===== config.mk =====
export PLATFORM = sky130hd
export DESIGN_NAME = kbc_mailbox
export DESIGN_NICKNAME = d
export VERILOG_FILES = /design/src/rtl/kbc_mbx_pkg.sv /design/src/rtl/kbc_reset_sync.sv /design/src/rtl/kbc_byte_buf.sv /design/src/rtl/kbc_host_port.sv /design/src/rtl/kbc_cmd_ctrl.sv /design/src/rtl/kbc_mailbox.sv
export SDC_FILE = /design/constraint.sdc
export NUM_CORES = 1
export LEC_CHECK = 0
export ABC_AREA = 1
export CAP_MARGIN = 15
export CORE_UTILIZATION = 49
export DETAILED_ROUTE_END_ITERATION = 8
export PLACE_DENSITY = 0.9
export SLEW_MARGIN = 25
export SYNTH_ARGS = -nofsm -noshare
export SYNTH_HDL_FRONTEND = slang
export SYNTH_HIERARCHICAL = 1
export SYNTH_SLANG_ARGS = --single-unit

===== constraint.sdc =====
create_clock -name clk -period 0.9 [get_ports clk]
set_input_delay 0.18 -clock clk [delete_from_list [all_inputs] [get_ports clk]]
set_output_delay 0.18 -clock clk [all_outputs]
set_load 0.02 [all_outputs]

===== src/rtl/kbc_mbx_pkg.sv =====
package kbc_mbx_pkg;

  typedef enum logic {
    MODE_FLASH   = 1'b0,
    MODE_SCRATCH = 1'b1
  } run_mode_e;

  typedef enum logic [1:0] {
    OP_NONE     = 2'd0,
    OP_ENTER    = 2'd1,
    OP_ENTER_WD = 2'd2,
    OP_EXIT     = 2'd3
  } mbx_op_e;

  localparam int          ST_IBF_BIT = 1;
  localparam int          ST_OBF_BIT = 0;
  localparam logic [7:0]  ACK_BYTE   = 8'hFA;

  // Port pair of each command set.
  function automatic logic [15:0] data_port(input bit alt);
    return alt ? 16'h0062 : 16'h0060;
  endfunction

  function automatic logic [15:0] cmd_port(input bit alt);
    return alt ? 16'h0066 : 16'h0064;
  endfunction

endpackage


===== src/rtl/kbc_reset_sync.sv =====
module kbc_reset_sync (
  input  logic clk,
  input  logic rst_n,
  output logic rst_n_sync
);

  logic [1:0] sync_q;

  always_ff @(posedge clk or negedge rst_n) begin
    if (!rst_n) sync_q <= 2'b00;
    else        sync_q <= {sync_q[0], 1'b1};
  end

  assign rst_n_sync = sync_q[1];

endmodule


===== src/rtl/kbc_byte_buf.sv =====
module kbc_byte_buf #(
  parameter int W = 8
) (
  input  logic         clk,
  input  logic         rst_n,
  input  logic         load,
  input  logic [W-1:0] load_data,
  input  logic         clear,
  output logic [W-1:0] data,
  output logic         full
);

  logic         full_d;
  logic [W-1:0] data_q;
  logic         full_q;

  // Loading wins over a clear in the same cycle.
  always_comb begin
    full_d = full_q;
    if (load)       full_d = 1'b1;
    else if (clear) full_d = 1'b0;
  end

  always_ff @(posedge clk or negedge rst_n) begin
    if (!rst_n) full_q <= 1'b0;
    else        full_q <= full_d;
  end

  always_ff @(posedge clk or negedge rst_n) begin
    if (!rst_n)    data_q <= '0;
    else if (load) data_q <= load_data;
  end

  assign data = data_q;
  assign full = full_q;

endmodule


===== src/rtl/kbc_host_port.sv =====
module kbc_host_port
  import kbc_mbx_pkg::*;
#(
  parameter bit ALT_SET = 1'b0,
  parameter int ADDR_W  = 8
) (
  input  logic              host_wr,
  input  logic              host_rd,
  input  logic [ADDR_W-1:0] host_addr,
  input  logic              ibf,
  input  logic              obf,
  input  logic [7:0]        obuf_data,
  output logic              cmd_accept,
  output logic              data_read,
  output logic [7:0]        host_rdata
);

  localparam logic [ADDR_W-1:0] DATA_ADDR = ADDR_W'(data_port(ALT_SET));
  localparam logic [ADDR_W-1:0] CMD_ADDR  = ADDR_W'(cmd_port(ALT_SET));

  logic hit_data;
  logic hit_cmd;
  logic [7:0] status;

  assign hit_data = (host_addr == DATA_ADDR);
  assign hit_cmd  = (host_addr == CMD_ADDR);

  // A write into a full inbound buffer is dropped.
  assign cmd_accept = host_wr && hit_cmd && !ibf;
  assign data_read  = host_rd && hit_data;

  always_comb begin
    status             = 8'h00;
    status[ST_IBF_BIT] = ibf;
    status[ST_OBF_BIT] = obf;
  end

  always_comb begin
    host_rdata = 8'h00;
    if (hit_cmd)       host_rdata = status;
    else if (hit_data) host_rdata = obuf_data;
  end

endmodule


===== src/rtl/kbc_cmd_ctrl.sv =====
module kbc_cmd_ctrl
  import kbc_mbx_pkg::*;
#(
  parameter bit ALT_SET    = 1'b0,
  parameter int TAKE_DELAY = 4
) (
  input  logic       clk,
  input  logic       rst_n,
  input  logic       ibf,
  input  logic [7:0] ibuf_data,
  output logic       take,
  output logic       post,
  output logic [7:0] post_data,
  output logic       scratch_mode,
  output logic       wdt_flag,
  output logic       sys_reset_req
);

  localparam int CNT_W = (TAKE_DELAY < 2) ? 1 : $clog2(TAKE_DELAY);
  localparam logic [CNT_W-1:0] CNT_LAST = CNT_W'(TAKE_DELAY - 1);

  logic [CNT_W-1:0] cnt_q, cnt_d;
  logic             cnt_en;
  run_mode_e        mode_q, mode_d;
  logic             wdt_q, wdt_d;
  logic             rst_q, rst_d;
  mbx_op_e          op;

  // Command-set decoder chosen at build time.
  generate
    if (ALT_SET) begin : g_alt_set
      always_comb begin
        case (ibuf_data)
          8'hDD:   op = OP_ENTER;
          8'hD8:   op = OP_ENTER_WD;
          8'hFF:   op = OP_EXIT;
          default: op = OP_NONE;
        endcase
      end
    end else begin : g_std_set
      always_comb begin
        case (ibuf_data)
          8'hB4:   op = OP_ENTER;
          8'hFE:   op = OP_EXIT;
          default: op = OP_NONE;
        endcase
      end
    end
  endgenerate

  // Take latency counter.
  assign take   = ibf && (cnt_q == CNT_LAST);
  assign cnt_en = ibf || (cnt_q != '0);

  always_comb begin
    cnt_d = cnt_q;
    if (take || !ibf) cnt_d = '0;
    else              cnt_d = cnt_q + 1'b1;
  end

  always_ff @(posedge clk or negedge rst_n) begin
    if (!rst_n)      cnt_q <= '0;
    else if (cnt_en) cnt_q <= cnt_d;
  end

  // Command execution.
  always_comb begin
    mode_d = mode_q;
    wdt_d  = wdt_q;
    rst_d  = rst_q;
    post   = 1'b0;
    if (take) begin
      case (op)
        OP_ENTER: begin
          post = 1'b1;
          if (mode_q == MODE_FLASH) mode_d = MODE_SCRATCH;
        end
        OP_ENTER_WD: begin
          post = 1'b1;
          if (mode_q == MODE_FLASH) begin
            mode_d = MODE_SCRATCH;
            wdt_d  = 1'b1;
          end
        end
        OP_EXIT: begin
          if (mode_q == MODE_SCRATCH) begin
            mode_d = MODE_FLASH;
            if (wdt_q) begin
              rst_d = 1'b1;
              wdt_d = 1'b0;
            end
          end else begin
            rst_d = 1'b1;
          end
        end
        default: ;
      endcase
    end
  end

  always_ff @(posedge clk or negedge rst_n) begin
    if (!rst_n) begin
      mode_q <= MODE_FLASH;
      wdt_q  <= 1'b0;
      rst_q  <= 1'b0;
    end else if (take) begin
      mode_q <= mode_d;
      wdt_q  <= wdt_d;
      rst_q  <= rst_d;
    end
  end

  assign post_data     = ACK_BYTE;
  assign scratch_mode  = (mode_q == MODE_SCRATCH);
  assign wdt_flag      = wdt_q;
  assign sys_reset_req = rst_q;

  // the take empties the inbound buffer at that edge.
  a_r4_take_clears_ibf: assert property (@(posedge clk) disable iff (!rst_n)
    take |=> !ibf);

  // a raised reset request never drops.
  a_r9_reset_sticky: assert property (@(posedge clk) disable iff (!rst_n)
    rst_q |=> rst_q);

  // the watchdog-reboot flag is only held in scratch mode.
  a_r10_wdt_in_scratch: assert property (@(posedge clk) disable iff (!rst_n)
    wdt_q |-> (mode_q == MODE_SCRATCH));

endmodule


===== src/rtl/kbc_mailbox.sv =====
module kbc_mailbox
  import kbc_mbx_pkg::*;
#(
  parameter bit ALT_SET    = 1'b0,
  parameter int TAKE_DELAY = 4,
  parameter int ADDR_W     = 8
) (
  input  logic              clk,
  input  logic              rst_n,
  input  logic [ADDR_W-1:0] host_addr,
  input  logic              host_wr,
  input  logic              host_rd,
  input  logic [7:0]        host_wdata,
  output logic [7:0]        host_rdata,
  output logic              scratch_mode,
  output logic              wdt_reboot_flag,
  output logic              sys_reset_req
);

  localparam logic [ADDR_W-1:0] DATA_ADDR = ADDR_W'(data_port(ALT_SET));
  localparam logic [ADDR_W-1:0] CMD_ADDR  = ADDR_W'(cmd_port(ALT_SET));

  logic       rst_n_i;
  logic       ibf, obf;
  logic [7:0] ibuf_data, obuf_data;
  logic       cmd_accept, data_read;
  logic       take, post;
  logic [7:0] post_data;

  kbc_reset_sync u_rst (
    .clk        (clk),
    .rst_n      (rst_n),
    .rst_n_sync (rst_n_i)
  );

  kbc_host_port #(.ALT_SET(ALT_SET), .ADDR_W(ADDR_W)) u_port (
    .host_wr    (host_wr),
    .host_rd    (host_rd),
    .host_addr  (host_addr),
    .ibf        (ibf),
    .obf        (obf),
    .obuf_data  (obuf_data),
    .cmd_accept (cmd_accept),
    .data_read  (data_read),
    .host_rdata (host_rdata)
  );

  kbc_byte_buf #(.W(8)) u_inbuf (
    .clk       (clk),
    .rst_n     (rst_n_i),
    .load      (cmd_accept),
    .load_data (host_wdata),
    .clear     (take),
    .data      (ibuf_data),
    .full      (ibf)
  );

  kbc_byte_buf #(.W(8)) u_outbuf (
    .clk       (clk),
    .rst_n     (rst_n_i),
    .load      (post),
    .load_data (post_data),
    .clear     (data_read),
    .data      (obuf_data),
    .full      (obf)
  );

  kbc_cmd_ctrl #(.ALT_SET(ALT_SET), .TAKE_DELAY(TAKE_DELAY)) u_ctrl (
    .clk           (clk),
    .rst_n         (rst_n_i),
    .ibf           (ibf),
    .ibuf_data     (ibuf_data),
    .take          (take),
    .post          (post),
    .post_data     (post_data),
    .scratch_mode  (scratch_mode),
    .wdt_flag      (wdt_reboot_flag),
    .sys_reset_req (sys_reset_req)
  );

  // a command write into an empty inbound buffer fills it.
  a_r3_write_sets_ibf: assert property (@(posedge clk) disable iff (!rst_n_i)
    (host_wr && host_addr == CMD_ADDR && !ibf) |=> ibf);

  // a data read with no command pending leaves the reply empty.
  a_r5_read_clears_obf: assert property (@(posedge clk) disable iff (!rst_n_i)
    (host_rd && host_addr == DATA_ADDR && !ibf) |=> !obf);

  // every move into scratch mode has an acknowledge waiting.
  a_r6_entry_acked: assert property (@(posedge clk) disable iff (!rst_n_i)
    $rose(scratch_mode) |-> (obf && obuf_data == ACK_BYTE));

endmodule


==> flow_metrics.tcl, run 1 <==
set metrics [dict create \
    status "complete, but fails checks" \
    violations "negative setup slack" \
    io_pins 31 \
    viasPerCell 5.00 \
    fin_crit_sh 1.49 \
    vias 1316 \
    ir_drop_mv 1.32 \
    clock_sinks 25 \
    hold_class "reg2async" \
    synth_ff_type "dfrtp_1" \
    synth_compound_area_frac 0.0219 \
    drt-initial-drc-count 27 \
    yosys.area.top_type "dfrtp_1" \
    path_class "reg2reg" \
    yosys_warnings 6 \
    r2r-end "u_outbuf/data[1]" \
    synthXorXnorAreaFrac 0 \
    pwr-share-seq 0.533 \
    root_buffer "clkbuf_4" \
    cp_max_fo 5 \
    routed_wirelength_um 3720 \
    power_switching_mw 0.672 \
    fmax_ghz 0.747 \
    synth_area_leaders "dfrtp_1 48%, nand2_1 19%, inv_1 6.9%" \
    htree_levels 1 \
    maxCapViolCount 0 \
    p_comb_frac 0.238 \
    cts_buffers 3 \
    gp_congestion 0.743 \
    power.density_mw_per_mm2 1100 \
    antenna_found_initial 0 \
    timing.rr.start "u_ctrl/cnt_q[1]" \
    drive_above_1_share 0.528 \
    endpoint_kind "flip-flop" \
    switching_share 0.294 \
    final_max_slew_viol_count 0 \
    synth_top_family_by_area "simple AND/OR/NAND/NOR gates" \
    synth_enable_flop_cells 0 \
    grt_first_pass_wirelength_um 4510 \
    synth_fa_ha_area_frac 0.0191 \
    drtAntennaViolNets 0 \
    final_cells 263 \
    synthSimpleGateAreaFrac 0.330 \
    dieArea_sq_mm 0.00289 \
    synth_area_per_cell_sq_um 7.67 \
    ys_ff_latch 25 \
    pwr-share-clk 0.229 \
    synthMuxAreaShare 0 \
    whs_ps 284 \
    cp.required_ps 1140 \
    grt_max_degree 24 \
    post_drt_wl_per_cell_um 14.1 \
    hpwlAfterDp_um 1830 \
    core_sq_mm 0.00250 \
    ys_seq_area_frac 0.477 \
    grt_overflow 0 \
    die-height_um 53.7 \
    synth_top_area_share 0.477 \
    syn_area_sq_mm 0.00131 \
    antennaDiodeCount 0 \
    rr_worst_depth 8 \
    rsz0062_at_grt "true" \
    setup_violations 34 \
    dp_slack_ps -1020 \
    syn_to_final_growth_pct 59.3 \
    async_flop_share 1.00 \
    io_buffers 30 \
    layout_min_cycle_time_ps 1340 \
    clk_path_buf_depth 2 \
    setup_slack_ps -439 \
    synthDistinctLibCells 20 \
    grt_pass1_vias 1133 \
    drc 0 \
    nets 256 \
    post-place-cells 248 \
    fp.dieW_um 53.7 \
    clkTransAtPathRegs_ps 140 \
    finalHoldViolations 0 \
    clk_latency_ps 330 \
    internal_power_mw 1.62 \
    cts_tree "built" \
    start_kind "flip-flop" \
    crit_arrival_ps 1570 \
    core.rowCount 18 \
    grt_use_total 0.222 \
    yosysMostFrequentCell "nand2_1" \
    fin_skew_ps 7.28 \
    ys_top_cells_by_count "65 x nand2_1, 25 x dfrtp_1, 24 x inv_1" \
    drt_pass1_iterations 4 \
    netlist_instances 171 \
    start_util 0.525 \
    r2r_slack_ps -440 \
    p_leak_nw 1.10 \
]
kinds of logic (layout without fill, tap and decap cells):
kind of cell             count (synthesis)  in the layout
AO/OA/AOI/OAI                            5              5
adder cells (fa/ha/maj)                  2              2
buffers and inverters                   38             94
flip-flops                              25             25
other                                    3              9
AND/OR/NAND/NOR                         98             98
cell type report:
class                           instances  area (sq um)
Timing Repair inverter                  2          17.5
Fill cell                             140           412
Sequential cell                        25           626
Clock inverter                          1          5.00
Clock buffer                            3          22.5
Timing Repair Buffer                   60           537
Tap cell                               30          37.5
Multi-Input combinational cell        114           713
Inverter                               28           130
how the worst max path moves through the flow:
stage | startpoint | endpoint | slack, ps | cells after the start
finish | u_ctrl/cnt_q[1] | u_outbuf/data[1] | -440 | 8
detailed placement | host_addr[4] | host_rdata[4] | -1020 | 7
CTS | u_ctrl/cnt_q[1] | u_outbuf/data[7] | -310 | 8
global placement | host_addr[4] | host_rdata[2] | -990 | 7
global route | u_ctrl/cnt_q[1] | u_outbuf/data[1] | -480 | 8
floorplan | u_ctrl/cnt_q[0] | u_outbuf/data[0] | -260 | 9
power groups by stage:
stage | combinational, mW | sequential (mW) | clock, mW
after floorplan | 0.190 | 1.25 | 0
final | 0.545 | 1.22 | 0.524
after CTS | 0.399 | 1.21 | 0.524
after detailed placement | 0.391 | 1.24 | 0
after global placement | 0.371 | 1.23 | 0
after global routing | 0.600 | 1.23 | 0.576
per-stage QoR:
stage          instance area (sq um)  setup TNS [ps]  total power [mW]  utilization
2_1_floorplan                   1380           -3240              1.44            -
3_3_place_gp                    1790          -18060              1.60        0.717
3_5_place_dp                    1790          -18830              1.63        0.717
4_1_cts                         1900           -8370              2.14        0.762
5_1_grt                         2090          -11510              2.40        0.835
6_report                        2090          -10090              2.29        0.835
cells in the final DEF (no fill, tap or decap):
cell type / instances
a21o_2: 1
buf_12: 1
buf_2: 8
buf_4: 22
buf_6: 17
clkbuf_4: 3
clkdlybuf4s50_1: 11
clkinv_2: 1
clkinv_4: 2
conb_1: 9
dfrtp_1: 25
dlygate4sd3_1: 1
ha_2: 1
ha_4: 1
inv_1: 8
inv_2: 14
inv_4: 4
inv_8: 2
nand2_1: 41
nand2_2: 20
nand2_4: 7
nand2_8: 1
nand3_1: 5
nand3_2: 2
nand4_1: 1
nor2_1: 5
nor2_2: 5
nor2_4: 9
nor2_8: 1
o21ai_1: 3
o21ai_2: 1
or2_1: 1
sequential cells by signal, summed over array words and instances (netlist names):
signal / cells
u_inbuf/full: 1
u_ctrl/wdt_flag: 1
u_ctrl/cnt_q: 2
u_outbuf/data: 8
u_ctrl/scratch_mode: 1
u_outbuf/full: 1
u_inbuf/data: 8
u_rst/sync_q: 2
u_ctrl/sys_reset_req: 1
critical path, cell delays in order (launching register included):
cell,delay (ps)
dfrtp_1,420
ha_2,210
nand2_2,90
nor2_2,50
nand2_2,100
clkinv_4,100
buf_4,150
nand2_1,80
nand2_1,50
timing repair:
item                                    4_1_cts  5_1_grt
cloned                                        0        2
endpoints found under the setup margin       34       34
hold endpoints to repair                      2        0
pin swaps                                    18       20
hold buffers                                  1        0
buffers inserted                              4        6
gates resized for setup                     123       49
routing by layer:
layer / global-route usage / part of all wire / vias to the layer above / routed length (um)
met5: 0 / 0 / - / 0
met4: 0.145 / 0.034 / 0 / 125
met3: 0.0226 / 0.052 / 17 / 193
met2: 0.393 / 0.51 / 52 / 1910
met1: 0.251 / 0.40 / 636 / 1490
li1: - / - / 611 / -
No activity file was read; power rests on OpenSTA's default activity.
==> inputs of run 2 (changes only) <==
--- a/config.mk
+++ b/config.mk
@@ -7,9 +7,10 @@
 export LEC_CHECK = 0
 export ABC_AREA = 1
 export CAP_MARGIN = 15
-export CORE_UTILIZATION = 49
+export CORE_MARGIN = 1
+export CORE_UTILIZATION = 44
 export DETAILED_ROUTE_END_ITERATION = 8
-export PLACE_DENSITY = 0.9
+export PLACE_DENSITY = 0.86
 export SLEW_MARGIN = 25
 export SYNTH_ARGS = -nofsm -noshare
 export SYNTH_HDL_FRONTEND = slang
==> constraint.sdc (replaced) <==
create_clock -name clk -period 1.2 [get_ports clk]
set_input_delay 0.24 -clock clk [delete_from_list [all_inputs] [get_ports clk]]
set_output_delay 0.24 -clock clk [all_outputs]
set_load 0.02 [all_outputs]
==> flow_metrics.tcl, run 2 (synthesis results as in run 1) <==
set metrics [dict create \
    pwr-share-seq 0.542 \
    syn_to_final_growth_pct 46.0 \
    violations "negative setup slack" \
    finalHoldViolations 0 \
    fmax_ghz 0.812 \
    setup_slack_ps -31.1 \
    antenna_found_initial 0 \
    clkTransAtPathRegs_ps 120 \
    grt_first_pass_wirelength_um 4350 \
    ir_drop_mv 0.774 \
    critical-path-top-delay-family "flip-flops" \
    grt_pass1_vias 1039 \
    io_pins 31 \
    status "complete, but fails checks" \
    grt_use_total 0.175 \
    pwr-share-clk 0.211 \
    fin_skew_ps 3.12 \
    drc 0 \
    dp_slack_ps -821 \
    layout_min_cycle_time_ps 1230 \
    switching_share 0.270 \
    viasPerCell 4.41 \
    core_sq_mm 0.00278 \
    crit_chain "o21ai_2 -> nor2_4 -> buf_6" \
    antennaDiodeCount 0 \
    grt_max_degree 24 \
    start_util 0.471 \
    cp_max_fo 2 \
    design_area_sq_mm 0.00191 \
    die-height_um 56.6 \
    cts_tree "built" \
    internal_power_mw 1.23 \
    p_comb_frac 0.247 \
    cp_slowest_stage_delay_ps 390 \
    post-place-cells 244 \
    drtAntennaViolNets 0 \
    routed_wirelength_um 2650 \
    hold_class "in2async" \
    gp_congestion 0.754 \
    fp.dieW_um 56.6 \
    path_class "reg2out" \
    postCtsHoldBufs 0 \
    dieArea_sq_mm 0.00320 \
    io_buffers 30 \
    mostFrequentLayoutCell "nand2_1" \
    p_leak_nw 1.04 \
    power_switching_mw 0.454 \
    clk_path_buf_depth 2 \
    core.rowCount 19 \
    root_buffer "clkbuf_4" \
    maxCapViolCount 0 \
    drive_above_1_share 0.395 \
    crit_arrival_ps 990 \
    nets 246 \
    hpwlAfterDp_um 1650 \
    post_drt_wl_per_cell_um 10.4 \
    n_fill_cell 208 \
    htree_levels 1 \
    crit_buf_inv 1 \
    crit_slowest_cell "dfrtp_1" \
    place_area_sq_mm 0.00171 \
    final_cell_mix "60 x nand2_1, 25 x dfrtp_1, 19 x buf_4" \
    grt_overflow 0 \
    final_cells 254 \
    setup_violations 8 \
    drt-initial-drc-count 32 \
    clock_sinks 25 \
    fin_crit_sh 1.03 \
    final_max_slew_viol_count 0 \
    fin_total_pwr_mw 1.68 \
    power.density_mw_per_mm2 879 \
    start_kind "flip-flop" \
    endpoint_kind "primary output" \
    cp.required_ps 960 \
    rsz0062_at_grt "true" \
    cts_buffers 3 \
    vias 1121 \
    clk_latency_ps 300 \
    drt_pass1_iterations 4 \
]
==> run 2: cell count changes in the layout (fill, tap and decap cells not counted), moves of 2 or more <==
cell,previous run,this run
nand2_2,20,5
buf_4,22,19
inv_2,14,9
nor2_1,5,7
inv_8,2,0
buf_2,8,6
nand2_1,41,60
o21ai_2,1,3
nand2_4,7,3
o21ai_1,3,1
inv_1,8,14
clkinv_4,2,0
==> run 2: per-stage QoR <==
stage / setup TNS, ps / utilization / hold slack, ps
final: -109 / 0.688 / 74.6
after global routing: -1390 / 0.688 / 51.9
after CTS: -153 / 0.655 / 64.2
after detailed placement: -10490 / 0.616 / 216
after global placement: -9810 / 0.616 / 218
after floorplan: 0 / - / -55.6
==> run 2: layout make-up <==
| cell class | instances | area (sq um) | share of cell area |
|---|---|---|---|
| clock buffer | 4 | 26.3 | 0.0137 |
| inverter | 28 | 118 | 0.0614 |
| multi-input combinational | 114 | 643 | 0.336 |
| sequential | 25 | 626 | 0.327 |
| tap | 31 | 38.8 | 0.0203 |
| timing repair buffer | 52 | 463 | 0.242 |
==> run 2: what timing repair did <==
action,in CTS,in global routing
setup endpoints to repair,25,28
resized for setup,118,23
pin swaps,11,10
buffers inserted,4,2
==> run 2: worst reg2reg max path, cell delays in order (launching register included) <==
cell and delay (ps):
dfrtp_1 420, ha_2 190, nand2_2 70, nor2_2 40, nand2_2 90, inv_4 50, buf_6 120, nand2_1 60
nand2_1 50
==> run 2: final timing paths <==
| check | startpoint | endpoint | slack [ps] | depth (start not counted) |
|---|---|---|---|---|
| min reg2reg | u_rst/sync_q[1] | u_inbuf/data[5] | 220 | 1 |
| min | rst_n | u_rst/sync_q[1] | 70 | 1 |
| max in group asynchronous | u_rst/sync_q[1] | u_outbuf/data[1] | 760 | 1 |
| max reg2reg | u_ctrl/cnt_q[0] | u_outbuf/data[7] | 10 | 8 |
| max | u_outbuf/data[2] | host_rdata[2] | -30 | 3 |
| min in group clk | u_rst/sync_q[0] | u_rst/sync_q[1] | 370 | 0 |
==> run 2: power groups by stage <==
stage | Clock [mW] | Sequential, mW | Combinational [mW]
2_1_floorplan | 0 | 0.940 | 0.132
3_3_place_gp | 0 | 0.925 | 0.258
3_5_place_dp | 0 | 0.926 | 0.278
4_1_cts | 0.372 | 0.909 | 0.322
5_1_grt | 0.408 | 0.919 | 0.448
6_report | 0.355 | 0.913 | 0.415
==> run 2: routing by layer <==
metal	track usage	routed length, um	vias to the layer above
li1	-	-	585
met1	0.218	1090	505
met2	0.306	1420	29
met3	0.0253	124	2
met4	0.0627	14	0
met5	0	0	-
==> inputs of run 3 (changes only) <==
--- a/config.mk
+++ b/config.mk
@@ -5,12 +5,11 @@
 export SDC_FILE = /design/constraint.sdc
 export NUM_CORES = 1
 export LEC_CHECK = 0
-export ABC_AREA = 1
 export CAP_MARGIN = 15
 export CORE_MARGIN = 1
-export CORE_UTILIZATION = 44
+export CORE_UTILIZATION = 45
 export DETAILED_ROUTE_END_ITERATION = 8
-export PLACE_DENSITY = 0.86
+export PLACE_DENSITY = 0.87
 export SLEW_MARGIN = 25
 export SYNTH_ARGS = -nofsm -noshare
 export SYNTH_HDL_FRONTEND = slang
==> flow_metrics.tcl, run 3 <==
set metrics [dict create \
    status "complete, but fails checks" \
    violations "negative setup slack" \
    fp.dieW_um 56.3 \
    core.rowCount 19 \
    ys_ff_latch 25 \
    synth_area_leaders "dfrtp_1 47%, mux2_4 18%, nor3_2 5.3%" \
    grt_max_degree 24 \
    mostFrequentLayoutCell "buf_4" \
    dieArea_sq_mm 0.00317 \
    die-height_um 56.3 \
    io_buffers 30 \
    syn_area_sq_mm 0.00133 \
    viasPerCell 4.95 \
    path_class "reg2reg" \
    met2WireLength_um 1580 \
    r2r-end "u_outbuf/data[2]" \
    cts_buffers 3 \
    endpoint_kind "flip-flop" \
    rsz0062_at_grt "true" \
    yosys_warnings 6 \
    drive_above_1_share 0.571 \
    clk_latency_ps 330 \
    rr_worst_depth 6 \
    clkTransAtPathRegs_ps 140 \
    post_drt_wl_per_cell_um 14.3 \
    yosys.area.top_type "dfrtp_1" \
    cp_max_fo 4 \
    nets 200 \
    final_max_slew_viol_count 0 \
    synth_area_per_cell_sq_um 12.2 \
    synth_enable_flop_cells 0 \
    gp_congestion 0.684 \
    syn_to_final_growth_pct 55.3 \
    start_kind "flip-flop" \
    htree_levels 1 \
    fin_crit_sh 1.46 \
    post-place-cells 191 \
    maxCapViolCount 0 \
    final_cell_mix "34 x buf_4, 25 x dfrtp_1, 16 x mux2_4" \
    fmax_ghz 0.572 \
    grt_pass1_vias 1148 \
    drtAntennaViolNets 0 \
    clk_path_buf_depth 2 \
    p_leak_nw 1.07 \
    cts_tree "built" \
    fin_util 0.740 \
    grt_overflow 0 \
    synthDistinctLibCells 30 \
    power.density_mw_per_mm2 794 \
    crit_arrival_ps 1960 \
    setup_slack_ps -548 \
    grt_first_pass_wirelength_um 5020 \
    dr.max_layer_used "met4" \
    hold_class "in2async" \
    drt-initial-drc-count 13 \
    layout_min_cycle_time_ps 1750 \
    n_fill_cell 179 \
    yosysMostFrequentCell "dfrtp_1" \
    routed_wirelength_um 2970 \
    hpwlAfterDp_um 2030 \
    fin_total_pwr_mw 1.63 \
    fin_skew_ps 12.0 \
    design_area_sq_mm 0.00206 \
    synth_ff_type "dfrtp_1" \
    final_cells 208 \
    clock_sinks 25 \
    grt_use_total 0.208 \
    antennaDiodeCount 0 \
    finalSetupTns_ps -10390 \
    dr_wl_met3_um 58 \
    ff_latch_area_sq_um 626 \
    drt_pass1_iterations 2 \
    wl_met1_um 1290 \
    postCtsHoldBufs 0 \
    place_area_sq_mm 0.00186 \
    ys_seq_area_frac 0.472 \
    setup_violations 30 \
    timing.rr.start "u_ctrl/cnt_q[1]" \
    r2r_slack_ps -550 \
    ys_top_cells_by_count "25 x dfrtp_1, 16 x mux2_4, 13 x inv_1" \
    io_pins 31 \
    cp.required_ps 1420 \
    core_sq_mm 0.00278 \
    async_flop_share 1.00 \
    finalHoldViolations 0 \
    start_util 0.477 \
    ir_drop_mv 0.728 \
    netlist_instances 109 \
    synth_top_area_share 0.472 \
    antenna_found_initial 0 \
    vias 1030 \
    drc 0 \
    root_buffer "clkbuf_4" \
    multiInputGateArea_sq_um 712 \
]
==> run 3: where the power goes <==
part           internal (mW)  total, mW  leakage, nW  switching [mW]
combinational          0.185      0.339        0.720           0.154
clock                  0.130      0.381       0.0150           0.250
sequential             0.885      0.914        0.337          0.0290
==> run 3: worst max-delay path by stage <==
stage | slack (ps) | start | to | cells after the start
6_report | -550 | u_ctrl/cnt_q[1] | u_outbuf/data[2] | 6
5_1_grt | -580 | u_ctrl/cnt_q[1] | u_outbuf/data[0] | 6
4_1_cts | -480 | u_ctrl/cnt_q[1] | u_outbuf/data[0] | 6
3_5_place_dp | -1170 | host_addr[1] | host_rdata[7] | 4
3_3_place_gp | -1110 | host_addr[1] | host_rdata[2] | 4
2_1_floorplan | -460 | u_ctrl/cnt_q[0] | u_outbuf/data[0] | 6
==> run 3: worst max-delay path: stages, from the launching register on <==
cell	delay, ps
dfrtp_1	400
ha_2	190
nand4_1	160
or3_4	390
nor2_4	90
buf_6	120
mux2_4	290
==> run 3: layer usage <==
layer  global-route usage  vias to the layer above
li1                     -                      489
met2                0.378                       14
met5                    0                        -
met4               0.0836                        0
met3               0.0392                        5
met1                0.241                      522
==> run 3: cell type report <==
type                            instances  area share
Inverter                               13      0.0237
Tap cell                               31      0.0188
Timing Repair Buffer                   70       0.295
Clock buffer                            4      0.0128
Sequential cell                        25       0.304
Multi-Input combinational cell         65       0.346
==> run 3: what timing repair did <==
| item | 4_1_cts | 5_1_grt |
|---|---|---|
| buffers inserted | 9 | 4 |
| cloned | 1 | 0 |
| hold endpoints to repair | 0 | 0 |
| endpoints found under the setup margin | 33 | 31 |
| pin swaps | 9 | 6 |
| resized for setup | 108 | 5 |
==> run 3: metrics by stage <==
stage / setup WS, ps / hold slack, ps
4_1_cts: -480 / 69.6
2_1_floorplan: -463 / -55.6
6_report: -548 / 48.4
3_3_place_gp: -1110 / 213
5_1_grt: -585 / 50.3
3_5_place_dp: -1170 / 229
==> run 3: kinds of logic after synthesis <==
kind of cell	Yosys count	synth area share
mux	18	0.196
other cells	3	0.00849
compound gates	8	0.0453
flops	25	0.472
fa+ha+maj	2	0.0189
buf+inv	25	0.111
simple gates	28	0.148
